==> config.mk <==
export PLATFORM = sky130hd
export DESIGN_NAME = nor_cmd_front
export DESIGN_NICKNAME = d
export VERILOG_FILES = /design/src/rtl/nfc_pkg.sv /design/src/rtl/nfc_strobe_qual.sv /design/src/rtl/nfc_mode_fsm.sv /design/src/rtl/nfc_query_rom.sv /design/src/rtl/nor_cmd_front.sv
export SDC_FILE = /design/constraint.sdc
export NUM_CORES = 1
export LEC_CHECK = 0
export BUFFER_PORTS_ARGS = -buffer_cell sky130_fd_sc_hd__buf_2
export CAP_MARGIN = 20
export CORE_MARGIN = 2
export CORE_UTILIZATION = 58
export CTS_CLUSTER_DIAMETER = 200
export DETAILED_ROUTE_END_ITERATION = 10
export PLACE_DENSITY = 0.92
export SKIP_LAST_GASP = 1
export SLEW_MARGIN = 5
export SYNTH_ARGS = -nofsm -noshare
export SYNTH_HDL_FRONTEND = slang
export SYNTH_SLANG_ARGS = --single-unit
export TNS_END_PERCENT = 5
==> constraint.sdc <==
create_clock -name clk_i -period 4.7 [get_ports clk_i]
set_input_delay 0.94 -clock clk_i [delete_from_list [all_inputs] [get_ports clk_i]]
set_output_delay 0.94 -clock clk_i [all_outputs]
set_load 0.01 [all_outputs]
==> src/rtl/nfc_pkg.sv <==
package nfc_pkg;
  typedef enum logic [1:0] {
    MODE_ARRAY = 2'd0,
    MODE_AUTO  = 2'd1,
    MODE_QUERY = 2'd2
  } mode_e;

  localparam logic [7:0] CMD_QUERY = 8'h98;
  localparam logic [7:0] CMD_AUTO  = 8'h90;
  localparam logic [7:0] CMD_RESET = 8'hF0;

  localparam logic [15:0] QRY_Q = 16'h0051;
  localparam logic [15:0] QRY_R = 16'h0052;
  localparam logic [15:0] QRY_Y = 16'h0059;
endpackage

==> src/rtl/nfc_strobe_qual.sv <==
module nfc_strobe_qual #(
  parameter int ADDR_W      = 12,
  parameter int DATA_W      = 16,
  parameter int FILT_CYC    = 3,
  parameter int SYNC_STAGES = 2
) (
  input  logic              clk_i,
  input  logic              rst_ni,
  input  logic              pwr_ok_i,
  input  logic              ce_ni,
  input  logic              we_ni,
  input  logic              oe_ni,
  input  logic [ADDR_W-1:0] addr_i,
  input  logic [DATA_W-1:0] data_i,
  output logic              cmd_vld_o,
  output logic [ADDR_W-1:0] cmd_addr_o,
  output logic [DATA_W-1:0] cmd_data_o
);
  localparam int CNT_W = $clog2(FILT_CYC + 1);
  localparam logic [CNT_W-1:0] CNT_MAX = CNT_W'(FILT_CYC);

  logic [SYNC_STAGES-1:0] ce_q, we_q, oe_q;
  logic [ADDR_W-1:0] addr_q [SYNC_STAGES];
  logic [DATA_W-1:0] data_q [SYNC_STAGES];

  // pipeline resets to the write-active pattern so idle must be observed first
  always_ff @(posedge clk_i or negedge rst_ni) begin
    if (!rst_ni) begin
      ce_q <= '0;
      we_q <= '0;
      oe_q <= '1;
    end else begin
      ce_q <= {ce_q[SYNC_STAGES-2:0], ce_ni};
      we_q <= {we_q[SYNC_STAGES-2:0], we_ni};
      oe_q <= {oe_q[SYNC_STAGES-2:0], oe_ni};
    end
  end

  for (genvar s = 0; s < SYNC_STAGES; s++) begin : g_bus_pipe
    always_ff @(posedge clk_i or negedge rst_ni) begin
      if (!rst_ni) begin
        addr_q[s] <= '0;
        data_q[s] <= '0;
      end else if (s == 0) begin
        addr_q[s] <= addr_i;
        data_q[s] <= data_i;
      end else begin
        addr_q[s] <= addr_q[s-1];
        data_q[s] <= data_q[s-1];
      end
    end
  end

  logic wr_raw, wr_cond, wr_cond_q, seen_idle;
  logic [CNT_W-1:0] cnt;
  logic [ADDR_W-1:0] hold_addr;
  logic [DATA_W-1:0] hold_data;

  assign wr_raw  = ~ce_q[SYNC_STAGES-1] & ~we_q[SYNC_STAGES-1] & oe_q[SYNC_STAGES-1];
  assign wr_cond = wr_raw & pwr_ok_i;

  always_ff @(posedge clk_i or negedge rst_ni) begin
    if (!rst_ni) begin
      seen_idle <= 1'b0;
      wr_cond_q <= 1'b0;
      cnt       <= '0;
      hold_addr <= '0;
      hold_data <= '0;
      cmd_vld_o <= 1'b0;
    end else begin
      wr_cond_q <= wr_cond;
      if (!pwr_ok_i)   seen_idle <= 1'b0;
      else if (!wr_raw) seen_idle <= 1'b1;
      if (!wr_cond || !seen_idle)  cnt <= '0;
      else if (cnt != CNT_MAX)     cnt <= cnt + 1'b1;
      if (wr_cond) begin
        hold_addr <= addr_q[SYNC_STAGES-1];
        hold_data <= data_q[SYNC_STAGES-1];
      end
      cmd_vld_o <= wr_cond_q & ~wr_raw & (cnt == CNT_MAX) & pwr_ok_i;
    end
  end

  assign cmd_addr_o = hold_addr;
  assign cmd_data_o = hold_data;
endmodule

==> src/rtl/nfc_mode_fsm.sv <==
module nfc_mode_fsm
  import nfc_pkg::*;
#(
  parameter int              ADDR_W     = 12,
  parameter int              DATA_W     = 16,
  parameter logic [ADDR_W-1:0] QUERY_ADDR = 'h055,
  parameter logic [ADDR_W-1:0] AUTO_ADDR  = 'h555
) (
  input  logic              clk_i,
  input  logic              rst_ni,
  input  logic              pwr_ok_i,
  input  logic              cmd_vld_i,
  input  logic [ADDR_W-1:0] cmd_addr_i,
  input  logic [DATA_W-1:0] cmd_data_i,
  output mode_e             mode_o
);
  mode_e mode_q, mode_d;
  logic  from_auto_q, from_auto_d;
  logic  is_query, is_auto, is_reset;

  assign is_query = cmd_vld_i && cmd_data_i[7:0] == CMD_QUERY && cmd_addr_i == QUERY_ADDR;
  assign is_auto  = cmd_vld_i && cmd_data_i[7:0] == CMD_AUTO  && cmd_addr_i == AUTO_ADDR;
  assign is_reset = cmd_vld_i && cmd_data_i[7:0] == CMD_RESET;

  always_comb begin
    mode_d      = mode_q;
    from_auto_d = from_auto_q;
    unique case (mode_q)
      MODE_ARRAY: begin
        if (is_query) begin
          mode_d      = MODE_QUERY;
          from_auto_d = 1'b0;
        end else if (is_auto) begin
          mode_d = MODE_AUTO;
        end
      end
      MODE_AUTO: begin
        if (is_query) begin
          mode_d      = MODE_QUERY;
          from_auto_d = 1'b1;
        end else if (is_reset) begin
          mode_d = MODE_ARRAY;
        end
      end
      MODE_QUERY: begin
        if (is_reset) begin
          mode_d      = from_auto_q ? MODE_AUTO : MODE_ARRAY;
          from_auto_d = 1'b0;
        end
      end
      default: mode_d = MODE_ARRAY;
    endcase
    if (!pwr_ok_i) begin
      mode_d      = MODE_ARRAY;
      from_auto_d = 1'b0;
    end
  end

  always_ff @(posedge clk_i or negedge rst_ni) begin
    if (!rst_ni) begin
      mode_q      <= MODE_ARRAY;
      from_auto_q <= 1'b0;
    end else begin
      mode_q      <= mode_d;
      from_auto_q <= from_auto_d;
    end
  end

  assign mode_o = mode_q;
endmodule

==> src/rtl/nfc_query_rom.sv <==
module nfc_query_rom
  import nfc_pkg::*;
#(
  parameter int          ADDR_W      = 12,
  parameter logic [15:0] PRI_CMD_SET = 16'h0002,
  parameter logic [15:0] PRI_EXT_PTR = 16'h0040
) (
  input  mode_e             mode_i,
  input  logic [ADDR_W-1:0] addr_i,
  output logic [15:0]       rdata_o
);
  logic [15:0] word;

  always_comb begin
    word = 16'h0000;
    if (addr_i[ADDR_W-1:8] == '0) begin
      unique case (addr_i[7:0])
        8'h10:   word = QRY_Q;
        8'h11:   word = QRY_R;
        8'h12:   word = QRY_Y;
        8'h13:   word = PRI_CMD_SET;
        8'h15:   word = PRI_EXT_PTR;
        default: word = 16'h0000;
      endcase
    end
  end

  assign rdata_o = (mode_i == MODE_QUERY) ? word : 16'h0000;
endmodule

==> src/rtl/nor_cmd_front.sv <==
module nor_cmd_front
  import nfc_pkg::*;
#(
  parameter int ADDR_W   = 12,
  parameter int FILT_CYC = 3
) (
  input  logic              clk_i,
  input  logic              rst_ni,
  input  logic              pwr_ok_i,
  input  logic              ce_ni,
  input  logic              we_ni,
  input  logic              oe_ni,
  input  logic [ADDR_W-1:0] addr_i,
  input  logic [15:0]       data_i,
  output logic [15:0]       rdata_o,
  output logic [1:0]        mode_o
);
  localparam int DATA_W = 16;

  logic              cmd_vld;
  logic [ADDR_W-1:0] cmd_addr;
  logic [DATA_W-1:0] cmd_data;
  mode_e             mode;

  nfc_strobe_qual #(
    .ADDR_W(ADDR_W), .DATA_W(DATA_W), .FILT_CYC(FILT_CYC), .SYNC_STAGES(2)
  ) u_qual (
    .clk_i, .rst_ni, .pwr_ok_i, .ce_ni, .we_ni, .oe_ni, .addr_i, .data_i,
    .cmd_vld_o(cmd_vld), .cmd_addr_o(cmd_addr), .cmd_data_o(cmd_data)
  );

  nfc_mode_fsm #(.ADDR_W(ADDR_W), .DATA_W(DATA_W)) u_fsm (
    .clk_i, .rst_ni, .pwr_ok_i,
    .cmd_vld_i(cmd_vld), .cmd_addr_i(cmd_addr), .cmd_data_i(cmd_data),
    .mode_o(mode)
  );

  nfc_query_rom #(.ADDR_W(ADDR_W)) u_rom (
    .mode_i(mode), .addr_i, .rdata_o
  );

  assign mode_o = mode;
endmodule

==> reports/metrics.yaml <==
routing:
  routed_wire_length_per_instance_um: 13.8
  first_pass_iters: 4
  vias_per_cell: 5.09
  drt-total-wl_um: 3690
  routed-via-count: 1359
  drc: 0
  route.antenna.remaining_nets: 0
  first_iteration_detailed_routing_drc_count: 68
clock_network:
  numCtsBuffers: 9
  cts.clk_slew.worst_paths_ns: 0.07
  numClockSinks: 74
  postCtsSetupRepairBufs: 0
  tritoncts: "yes"
  clock_path_buffers: 2
  insertion_delay_ns: 0.33
  clockRootBuffer: "sky130_fd_sc_hd__clkbuf_8"
  cts_resized: 0
  cts_htree_levels: 3
  holdBufCountCts: 0
run_status:
  outcome: "completed"
cells_and_area:
  final_layout_size_suffix_gt1_share_pct: 36.3
  design.final.nets: 250
  areaGrowthSynthToFinish_pct: 12.8
  antenna-diode-count: 0
  final_cell_mix: "sky130_fd_sc_hd__dfrtp_1, sky130_fd_sc_hd__buf_2, sky130_fd_sc_hd__mux2_2, sky130_fd_sc_hd__conb_1, sky130_fd_sc_hd__clkbuf_8"
  design_area_um2: 2980
  finish.utilization_pct: 67.9
  most_frequent_standard_cell_in_the_layout_excluding_fill_and_tap_cells: "sky130_fd_sc_hd__dfrtp_1"
  fillCellCount: 302
setup_path:
  slowest_stage_cell_on_the_critical_path: "sky130_fd_sc_hd__nor4_1"
  critPathKind: "input pin to output port"
  crit_chain: "buf_2 > nor4_1 > nand4b_1 > or2_1 > nor2_1 > and2_1 > buf_2"
  critPathMaxStageDelay_ns: 0.36
  largest_fanout_on_the_critical_path: 3
  cpLargestDelayFamily: "simple AND/OR/NAND/NOR gates"
  path_common_cell: "sky130_fd_sc_hd__buf_2"
  critical_path.startpoint_type: "input pin"
  worstPathBufferInverterCount: 2
  required_ns: 3.76
  wp_data_arrival_ns: 2.23
  timing.critical_path.to_type: "output port"
power:
  netSwitchingPower_mw: 0.273
  power_frac_seq_pct: 59.0
  intPower_mw: 0.963
  power-per-cell-area_nw_per_um2: 415
  switching_share_pct: 22.1
  vdd_drop_max_v: 0.000242
  share_clk_of_total_power_pct: 33.7
  total_leakage_power_nw: 1.42
  comb_power_share_pct: 7.3
sta:
  worst_hold_slack_ns: 0.346
  rsz0062_at_grt: "no"
  slew_violations: 0
  finClkSkew_ns: 0.00610
  tns_ns: 0
  clock.fmax_mhz: 315
  number_of_hold_violations_in_the_final_report: 0
  final-setup-viol-count: 0
  timing.final.crit_share_pct: 67.4
  timing_worst_slew_pin_value_ns: 0.980
  fin_crit_ns: 3.17
  max_slew_margin_pct: 34.6
  layout_setup_ws_ns: 1.53
global_routing:
  grt_pass1_vias: 1415
  grt_pass1_wl_um: 6400
  groute.usage.overall_pct: 17.4
  grt_overflow: 0
  grt_antenna_before_repair: 0
  grt_start_max_net_pins: 46
logic_synthesis:
  synthesis.instances: 171
  synth_area_per_cell_um2: 15.4
  post_synth_num_cell_types: 34
  synth_sequential_area_ratio_pct: 70.2
  yosys_warnings: 0
  synth_area_um2: 2640
  synth.ff_latch_count: 74
floorplanning:
  num_rows: 24
  ioPinCount: 52
  core_um2: 4380
  starting_density_pct: 60.2
  die-area_um2: 5110
  floorplan.die.height_um: 71.5
  chipWidth_um: 71.5
place:
  dp_hpwl_um: 2610
  dpl-instance-area_um2: 2810
  placement.setup.worst_slack_ns: 1.50
  placement.io_buffers: 32
  gp_routability_congestion: 0.860
worst_hold_path:
  path_class_of_the_lowest_slack_min_delay_path: "register to register"
job:
  maxCapViolations: 0
-- path summary, 6_finish.rpt --
check	from	end	slack [ns]	cells past startpoint
hold reg to reg	u_qual.data_q[22]	u_qual.data_q[6]	0.35	0
hold / removal	u_qual.data_q[22]	u_qual.data_q[6]	0.35	0
max in group asynchronous	rst_ni	u_qual.cmd_addr_o[7]	3.05	2
setup / recovery	addr_i[7]	rdata_o[3]	1.53	7
min in group asynchronous	rst_ni	u_qual.data_q[2]	0.75	1
setup reg to reg	u_qual.oe_q[1]	u_qual.cmd_data_o[2]	2.48	3
-- worst reg2reg max path, stage by stage (launching register included) --
cell	delay, ns
sky130_fd_sc_hd__dfstp_2	0.51
sky130_fd_sc_hd__nor3b_1	0.33
sky130_fd_sc_hd__and2_1	0.84
sky130_fd_sc_hd__mux2_2	0.42
-- registers in the layout (all words and copies together) (netlist names), 2 cells and up --
name and count:
u_qual.addr_q 24, u_qual.data_q 16, u_qual.cmd_addr_o 12, u_qual.cmd_data_o 8, u_fsm.mode_o 2, u_qual.ce_q 2, u_qual.cnt 2, u_qual.oe_q 2
u_qual.we_q 2
-- cell usage after synthesis --
cell type                  count  area [um2]
sky130_fd_sc_hd__nand3_1       2        10.0
sky130_fd_sc_hd__a211oi_1      2        15.0
sky130_fd_sc_hd__and3b_2       1        10.0
sky130_fd_sc_hd__nand4_2       1        12.5
sky130_fd_sc_hd__o21a_1        2        15.0
sky130_fd_sc_hd__nor4_1        2        12.5
sky130_fd_sc_hd__and2_1        3        18.8
sky130_fd_sc_hd__o211ai_1      1        7.51
sky130_fd_sc_hd__nor3b_1       1        7.51
sky130_fd_sc_hd__o31ai_2       1        12.5
sky130_fd_sc_hd__inv_1         5        18.8
sky130_fd_sc_hd__or3b_4        1        11.3
sky130_fd_sc_hd__nor3_1        2        10.0
sky130_fd_sc_hd__or2_1         1        6.26
sky130_fd_sc_hd__o21ai_2       1        8.76
sky130_fd_sc_hd__nand4_1       1        6.26
sky130_fd_sc_hd__dfstp_2       2        52.6
sky130_fd_sc_hd__conb_1        1        3.75
sky130_fd_sc_hd__nor4b_4       1        23.8
sky130_fd_sc_hd__nor4b_1       1        8.76
sky130_fd_sc_hd__dfrtp_1      72        1800
sky130_fd_sc_hd__nor2_1        8        30.0
sky130_fd_sc_hd__a21oi_1       4        20.0
sky130_fd_sc_hd__xor2_1        1        8.76
sky130_fd_sc_hd__nor4bb_1      1        10.0
sky130_fd_sc_hd__buf_2         1        5.00
sky130_fd_sc_hd__buf_4        13        97.6
sky130_fd_sc_hd__mux2i_1       3        30.0
sky130_fd_sc_hd__nand2_1       6        22.5
sky130_fd_sc_hd__mux2_2       21         236
sky130_fd_sc_hd__nor4b_2       2        30.0
sky130_fd_sc_hd__ha_1          5        62.6
sky130_fd_sc_hd__nand4b_1      1        8.76
sky130_fd_sc_hd__o21ai_0       1        5.00
-- per-layer routing --
layer / GRT usage (%) / up-vias / wire [um]
met5: 0 / - / 0
met1: 21.0 / 666 / 1550
met4: 8.18 / 0 / 61
li1: - / 640 / -
met3: 7.88 / 6 / 234
met2: 26.9 / 47 / 1840
-- area by class of cell --
class	count	area, um2	area share, %
clock buffers	12	155	5.21
clock inverters	3	15.0	0.504
inverters	5	18.8	0.630
multi-input cells	88	702	23.6
flip-flops and latches	74	1850	62.3
well taps	52	65.1	2.18
repair buffers	33	168	5.63
-- power by group through the flow --
| stage | registers, mW | clock network (mW) | logic, mW |
|---|---|---|---|
| floorplan | 0.732 | 0 | 0.0681 |
| global placement | 0.738 | 0 | 0.0874 |
| detailed placement | 0.742 | 0 | 0.0924 |
| CTS | 0.730 | 0.430 | 0.0926 |
| global route | 0.737 | 0.461 | 0.101 |
| finish | 0.729 | 0.416 | 0.0903 |
-- kinds of logic after synthesis --
kind of cell | after synthesis | share of synthesized area [%]
muxes | 24 | 10.1
AOI/OAI and AO/OA | 12 | 3.17
buffers and inverters | 19 | 4.60
other | 1 | 0.142
and+or+nand+nor | 35 | 9.05
DFF | 74 | 70.2
adders and majority gates | 5 | 2.37
xor gates and xnor gates | 1 | 0.332
-- metrics by stage --
| step | total power [mW] | cells |
|---|---|---|
| finish | 1.24 | 267 |
| global route | 1.30 | 267 |
| CTS | 1.25 | 267 |
| detailed placement | 0.835 | 252 |
| global placement | 0.826 | 252 |
| floorplan | 0.800 | 181 |
(Power assumes the default switching activity.)
